File: config.mk
export PLATFORM = sky130hd
export DESIGN_NAME = uart_irq_ident
export DESIGN_NICKNAME = d
export VERILOG_FILES = /design/src/rtl/uii_pkg.sv /design/src/rtl/uii_flags.sv /design/src/rtl/uii_ctrl.sv /design/src/rtl/uart_irq_ident.sv
export SDC_FILE = /design/constraint.sdc
export NUM_CORES = 1
export LEC_CHECK = 0
export ABC_AREA = 1
export BUFFER_PORTS_ARGS = -buffer_cell sky130_fd_sc_hd__buf_2
export CAP_MARGIN = 30
export CORE_AREA = 2 2 39 41
export CTS_CLUSTER_SIZE = 28
export DETAILED_ROUTE_END_ITERATION = 10
export DIE_AREA = 0 0 41 43
export PLACE_DENSITY = 0.73
export RECOVER_POWER = 25
export SLEW_MARGIN = 20
export SYNTH_ARGS = -nofsm -noshare
export SYNTH_HDL_FRONTEND = slang
export SYNTH_HIERARCHICAL = 1
export SYNTH_SLANG_ARGS = --single-unit
File: constraint.sdc
create_clock -name clk -period 3.95 [get_ports clk]
set_input_delay 0.1975 -clock clk [delete_from_list [all_inputs] [get_ports clk]]
set_output_delay 0.1975 -clock clk [all_outputs]
set_load 0.005 [all_outputs]
File: src/rtl/uii_pkg.sv
package uii_pkg;

  typedef enum logic [2:0] {
    SRC_LINE, SRC_RXRDY, SRC_RXTO, SRC_THR,
    SRC_MODEM, SRC_FLOW, SRC_HS, SRC_NONE
  } src_e;

  // Clear strobes from control to the flag datapath
  typedef struct packed {
    logic clrThr;
    logic clrFlow;
    logic clrHs;
  } clr_t;

  function automatic logic [5:0] srcCode(src_e s);
    case (s)
      SRC_LINE:  return 6'h06;
      SRC_RXRDY: return 6'h04;
      SRC_RXTO:  return 6'h0C;
      SRC_THR:   return 6'h02;
      SRC_MODEM: return 6'h00;
      SRC_FLOW:  return 6'h10;
      SRC_HS:    return 6'h20;
      default:   return 6'h01;
    endcase
  endfunction

endpackage

File: src/rtl/uii_flags.sv
module uii_flags
  import uii_pkg::*;
#(
  parameter int NUM_HS = 2
) (
  input  logic              clk,
  input  logic              rstN,
  input  logic              enhEn,
  input  logic              thrEmptyEvt,
  input  logic              flowMatch,
  input  logic              specMatch,
  input  logic              rxCharStrobe,
  input  logic [NUM_HS-1:0] hsLevel,
  input  clr_t              clr,
  output logic              thrFlag,
  output logic              flowPend,
  output logic              hsFlag
);

  logic [NUM_HS-1:0] hsPrev;
  logic [NUM_HS-1:0] hsRise;
  logic              flowFlag;
  logic              specFlag;

  // One edge detector per monitored handshake line
  for (genvar g = 0; g < NUM_HS; g++) begin : g_edge
    always_ff @(posedge clk or negedge rstN) begin
      if (!rstN) hsPrev[g] <= 1'b1;
      else       hsPrev[g] <= hsLevel[g];
    end
    assign hsRise[g] = hsLevel[g] & ~hsPrev[g];
  end

  always_ff @(posedge clk or negedge rstN) begin
    if (!rstN) begin
      thrFlag  <= 1'b0;
      flowFlag <= 1'b0;
      specFlag <= 1'b0;
      hsFlag   <= 1'b0;
    end else begin
      thrFlag  <= thrEmptyEvt | (thrFlag & ~clr.clrThr);
      flowFlag <= (enhEn & flowMatch) | (flowFlag & ~clr.clrFlow);
      specFlag <= (enhEn & specMatch) | (specFlag & ~clr.clrFlow & ~rxCharStrobe);
      hsFlag   <= (enhEn & (|hsRise)) | (hsFlag & ~clr.clrHs);
    end
  end

  assign flowPend = flowFlag | specFlag;


  thr_clear_chk: assert property (@(posedge clk) disable iff (!rstN)
    (clr.clrThr && !thrEmptyEvt) |=> !thrFlag);

  clr_live_chk: assert property (@(posedge clk) disable iff (!rstN)
    clr.clrThr |-> thrFlag);

  spec_char_clear_chk: assert property (@(posedge clk) disable iff (!rstN)
    (rxCharStrobe && !specMatch) |=> !specFlag);

  hs_rise_set_chk: assert property (@(posedge clk) disable iff (!rstN)
    (enhEn && (|(hsLevel & ~hsPrev))) |=> hsFlag);

  enh_block_chk: assert property (@(posedge clk) disable iff (!rstN)
    (!enhEn && !flowFlag && !specFlag) |=> !flowPend);

endmodule

File: src/rtl/uii_ctrl.sv
module uii_ctrl
  import uii_pkg::*;
(
  input  logic       clk,
  input  logic       rstN,
  input  logic       lineErr,
  input  logic       rxReady,
  input  logic       rxTimeout,
  input  logic       modemChg,
  input  logic       thrFlag,
  input  logic       flowPend,
  input  logic       hsFlag,
  input  logic       enhEn,
  input  logic       fifoEn,
  input  logic       rdStrobe,
  output logic [7:0] statusByte,
  output logic       intPendN,
  output clr_t       clr
);

  src_e winner;

  always_comb begin
    if (lineErr)                winner = SRC_LINE;
    else if (rxReady)           winner = SRC_RXRDY;
    else if (rxTimeout)         winner = SRC_RXTO;
    else if (thrFlag)           winner = SRC_THR;
    else if (modemChg)          winner = SRC_MODEM;
    else if (enhEn && flowPend) winner = SRC_FLOW;
    else if (enhEn && hsFlag)   winner = SRC_HS;
    else                        winner = SRC_NONE;
  end

  always_comb begin
    statusByte = {{2{fifoEn}}, srcCode(winner)};
    intPendN   = statusByte[0];
    clr.clrThr  = rdStrobe && (winner == SRC_THR);
    clr.clrFlow = rdStrobe && (winner == SRC_FLOW);
    clr.clrHs   = rdStrobe && (winner == SRC_HS);
  end


  line_top_chk: assert property (@(posedge clk) disable iff (!rstN)
    lineErr |-> (statusByte[5:0] == 6'h06));

  fifo_bits_chk: assert property (@(posedge clk) disable iff (!rstN)
    statusByte[7:6] == {2{fifoEn}});

  enh_mask_chk: assert property (@(posedge clk) disable iff (!rstN)
    !enhEn |-> (statusByte[5:4] == 2'b00));

  pend_any_chk: assert property (@(posedge clk) disable iff (!rstN)
    (lineErr || rxReady || rxTimeout || modemChg || thrFlag) |-> !intPendN);

endmodule

File: src/rtl/uart_irq_ident.sv
module uart_irq_ident
  import uii_pkg::*;
#(
  parameter int NUM_HS = 2
) (
  input  logic              clk,
  input  logic              rstN,
  input  logic              lineErr,
  input  logic              rxReady,
  input  logic              rxTimeout,
  input  logic              thrEmptyEvt,
  input  logic              modemChg,
  input  logic              flowMatch,
  input  logic              specMatch,
  input  logic [NUM_HS-1:0] hsLevel,
  input  logic              rxCharStrobe,
  input  logic              fifoEn,
  input  logic              enhEn,
  input  logic              rdStrobe,
  output logic [7:0]        statusByte,
  output logic              intPendN
);

  clr_t clr;
  logic thrFlag;
  logic flowPend;
  logic hsFlag;

  uii_flags #(.NUM_HS(NUM_HS)) u_flags (
    .clk          (clk),
    .rstN         (rstN),
    .enhEn        (enhEn),
    .thrEmptyEvt  (thrEmptyEvt),
    .flowMatch    (flowMatch),
    .specMatch    (specMatch),
    .rxCharStrobe (rxCharStrobe),
    .hsLevel      (hsLevel),
    .clr          (clr),
    .thrFlag      (thrFlag),
    .flowPend     (flowPend),
    .hsFlag       (hsFlag)
  );

  uii_ctrl u_ctrl (
    .clk        (clk),
    .rstN       (rstN),
    .lineErr    (lineErr),
    .rxReady    (rxReady),
    .rxTimeout  (rxTimeout),
    .modemChg   (modemChg),
    .thrFlag    (thrFlag),
    .flowPend   (flowPend),
    .hsFlag     (hsFlag),
    .enhEn      (enhEn),
    .fifoEn     (fifoEn),
    .rdStrobe   (rdStrobe),
    .statusByte (statusByte),
    .intPendN   (intPendN),
    .clr        (clr)
  );

endmodule

==> metrics <==
Worst VDD drop=182 uV; initial antenna violation count=0; first-pass GRT wire length=1360 um; 1st-iter DRT viols=1; Final ANT Viol Nets=0; grt ovf=0; Fmax=roughly 0.57 GHz; Vias=a little over 400; Slew Limit Fails=0; worst min-delay path endpoint=u_flags/hsPrev[0]$_DFF_PN1_; via/cell ratio=4.15; # hold bufs at CTS=1; minimum clock period=1.75 ns; Yosys reg bits=6; relative slew slack=between 70% and 80%; async set or reset register ratio after synthesis=100%; cell accounting for the most synthesized area=dfrtp_1; Hold Path Class=input port to flop; Synth cell types=21; Clock Skews=0.00857 ns; Yosys warning count=6; outcome=complete, no violations; # fillers=158; crit path capture type=primary output; IO buf count=20; H-tree Lvls=1; hold path depth=1; Die H=43 um; Gate Count Post-Synth=62; Clock Tree Buf Depth=2; DRC Markers=0; CTS buffer count=3; io pins=24; Seq/Total Area, Yosys=33.4%; Hold Vio Cnt, Final=0; capture point of the worst reg-to-reg path=u_flags/specFlag$_DFF_PN0_; RSZ-0062 raised after global routing=false; post-cts gate resize count=0; synth-to-layout area growth=28.5%; largest net degree at the start of global routing=7; Die W=41 um; full die area=about 1800 um2; Setup CP Type=flop to primary output; post-CTS setup buffer count=0; syn nets=77; ranking of synthesized cells by area=dfrtp_1 (22%), nand2_1 (13%), dfstp_2 (12%); Post-Syn Area=457 um2; Worst-path clk slew=0.05 ns; Setup TNS=0 ns; FF-to-FF path depth=12; Placer Congestion=0.658; internal reg-to-reg setup slack=approximately 2.5 ns; average size of a mapped cell=7.37 um2; top cells by count, synth=nand2_1 (16), inv_1 (12), nand2_2 (6), dfrtp_1 (4), nor2_2 (4); Starting Density=33.0%; final setup vio count=0; r2r startpoint=u_flags/flowFlag$_DFF_PN0_; final HPWL from detailed placement=roughly 720 um; clock sink count=6; layout cells sized above 1=47.6%; max_cap viols=0; Hold Slack=0.0579 ns; nets=100; total track usage=around an eighth; Crit Path Max Fanout=4; Ant. Diodes=0; LEAKAGE=0.330 nW; FP Rows=14; Core ar.=around 1400 um2; Routed WL=819 um; CTS tree=yes; element type at the critical path start=flop; worst-margin pin slew=0.326 ns; Worst EP required=3.75 ns; count leader, synth=nand2_1; Yosys top cell area share=21.9%; EDFF count, synth=0; ys flop type=dfrtp_1; P per Cell Area=258 nW/um2; critical path arrival=between 1.5 and 2 ns; Root Driver=clkbuf_4; number of global-route vias before repair=roughly 360; fin crit share=44.3%; Pre-Repair DR Iteration Count=4; hold_sp=hsLevel[0]; routed length per instance=roughly 8.2 um; Clock Latency Late Sink=between 0.2 and 0.25 ns
[report_power, final]
part           internal (W)   total, W  leakage (nW)  switching, W
registers         0.0000648  0.0000658        0.0598   0.000000976
logic             0.0000116  0.0000269         0.256     0.0000152
clock network     0.0000381  0.0000585        0.0150     0.0000203
[worst max-delay path by stage]
stage / cells after the start / endpoint / startpoint / slack (ns)
CTS: 8 / statusByte[0] / u_flags/flowFlag$_DFF_PN0_ / 2.17
global route: 8 / statusByte[0] / u_flags/flowFlag$_DFF_PN0_ / 2.04
global placement: 8 / statusByte[0] / u_flags/flowFlag$_DFF_PN0_ / 2.49
floorplan: 8 / statusByte[0] / u_flags/flowFlag$_DFF_PN0_ / 2.48
detailed placement: 8 / statusByte[0] / u_flags/flowFlag$_DFF_PN0_ / 2.45
finish: 8 / statusByte[0] / u_flags/flowFlag$_DFF_PN0_ / 2.20
[cells in the final DEF, fill, tap and decap left out]
cell,n
inv_2,1
nand3_2,1
buf_2,17
o21ai_2,1
nand2_1,16
nor3b_2,1
or2_1,1
clkbuf_1,4
nand2_2,6
nand4_2,1
a21oi_2,1
clkinv_1,1
dfrtp_1,4
dfstp_2,2
nor2_4,1
clkbuf_4,3
nand3_1,1
nor3_2,1
o21bai_1,1
a31oi_1,1
nor2_2,4
inv_1,12
nor2_1,2
dlygate4sd3_1,1
[registers in the layout, indices dropped and copies added (netlist names)]
signal	flops
u_flags/thrFlag	1
u_flags/hsFlag	1
u_flags/hsPrev	2
u_flags/specFlag	1
u_flags/flowFlag	1
[cell type report]
| type | instances | area, um2 | area share (%) |
|---|---|---|---|
| well taps | 16 | 20.0 | 3.41 |
| clock buffers | 4 | 26.3 | 4.48 |
| flip-flops and latches | 6 | 153 | 26.0 |
| multi-input cells | 39 | 229 | 39.0 |
| inverters | 14 | 52.6 | 8.96 |
| repair buffers | 21 | 106 | 18.1 |
[stage by stage]
stage | power (W) | area, um2 | cells | setup WS, ns | util, %
finish | 0.000151 | 587 | 100 | 2.20 | 42.4
global route | 0.000163 | 587 | 100 | 2.04 | 42.4
CTS | 0.000156 | 591 | 100 | 2.17 | 42.7
detailed placement | 0.0000936 | 554 | 95 | 2.45 | 40.1
global placement | 0.0000926 | 554 | 95 | 2.49 | 40.1
floorplan | 0.0000822 | 457 | 62 | 2.48 | -
[cells by family after synthesis]
family,share of synthesized area (%)
buffers and inverters,16.4
and+or+nand+nor,43.3
AOI/OAI and AO/OA,6.85
DFF,33.4
[worst max-delay path, stage by stage, from the launching register on]
cell	delay, ns
dfrtp_1	0.36
or2_1	0.23
nand2_1	0.06
nand2_1	0.05
nand2_2	0.07
nand2_2	0.06
nor2_4	0.12
nor3b_2	0.20
buf_2	0.14
[per-layer routing]
layer | part of all wire [%] | global-route usage [%]
met5 | 0 | 0
met4 | 0 | 8.00
met3 | 7.2 | 3.14
met2 | 50 | 18.4
met1 | 43 | 13.2
(Power assumes the default switching activity.)
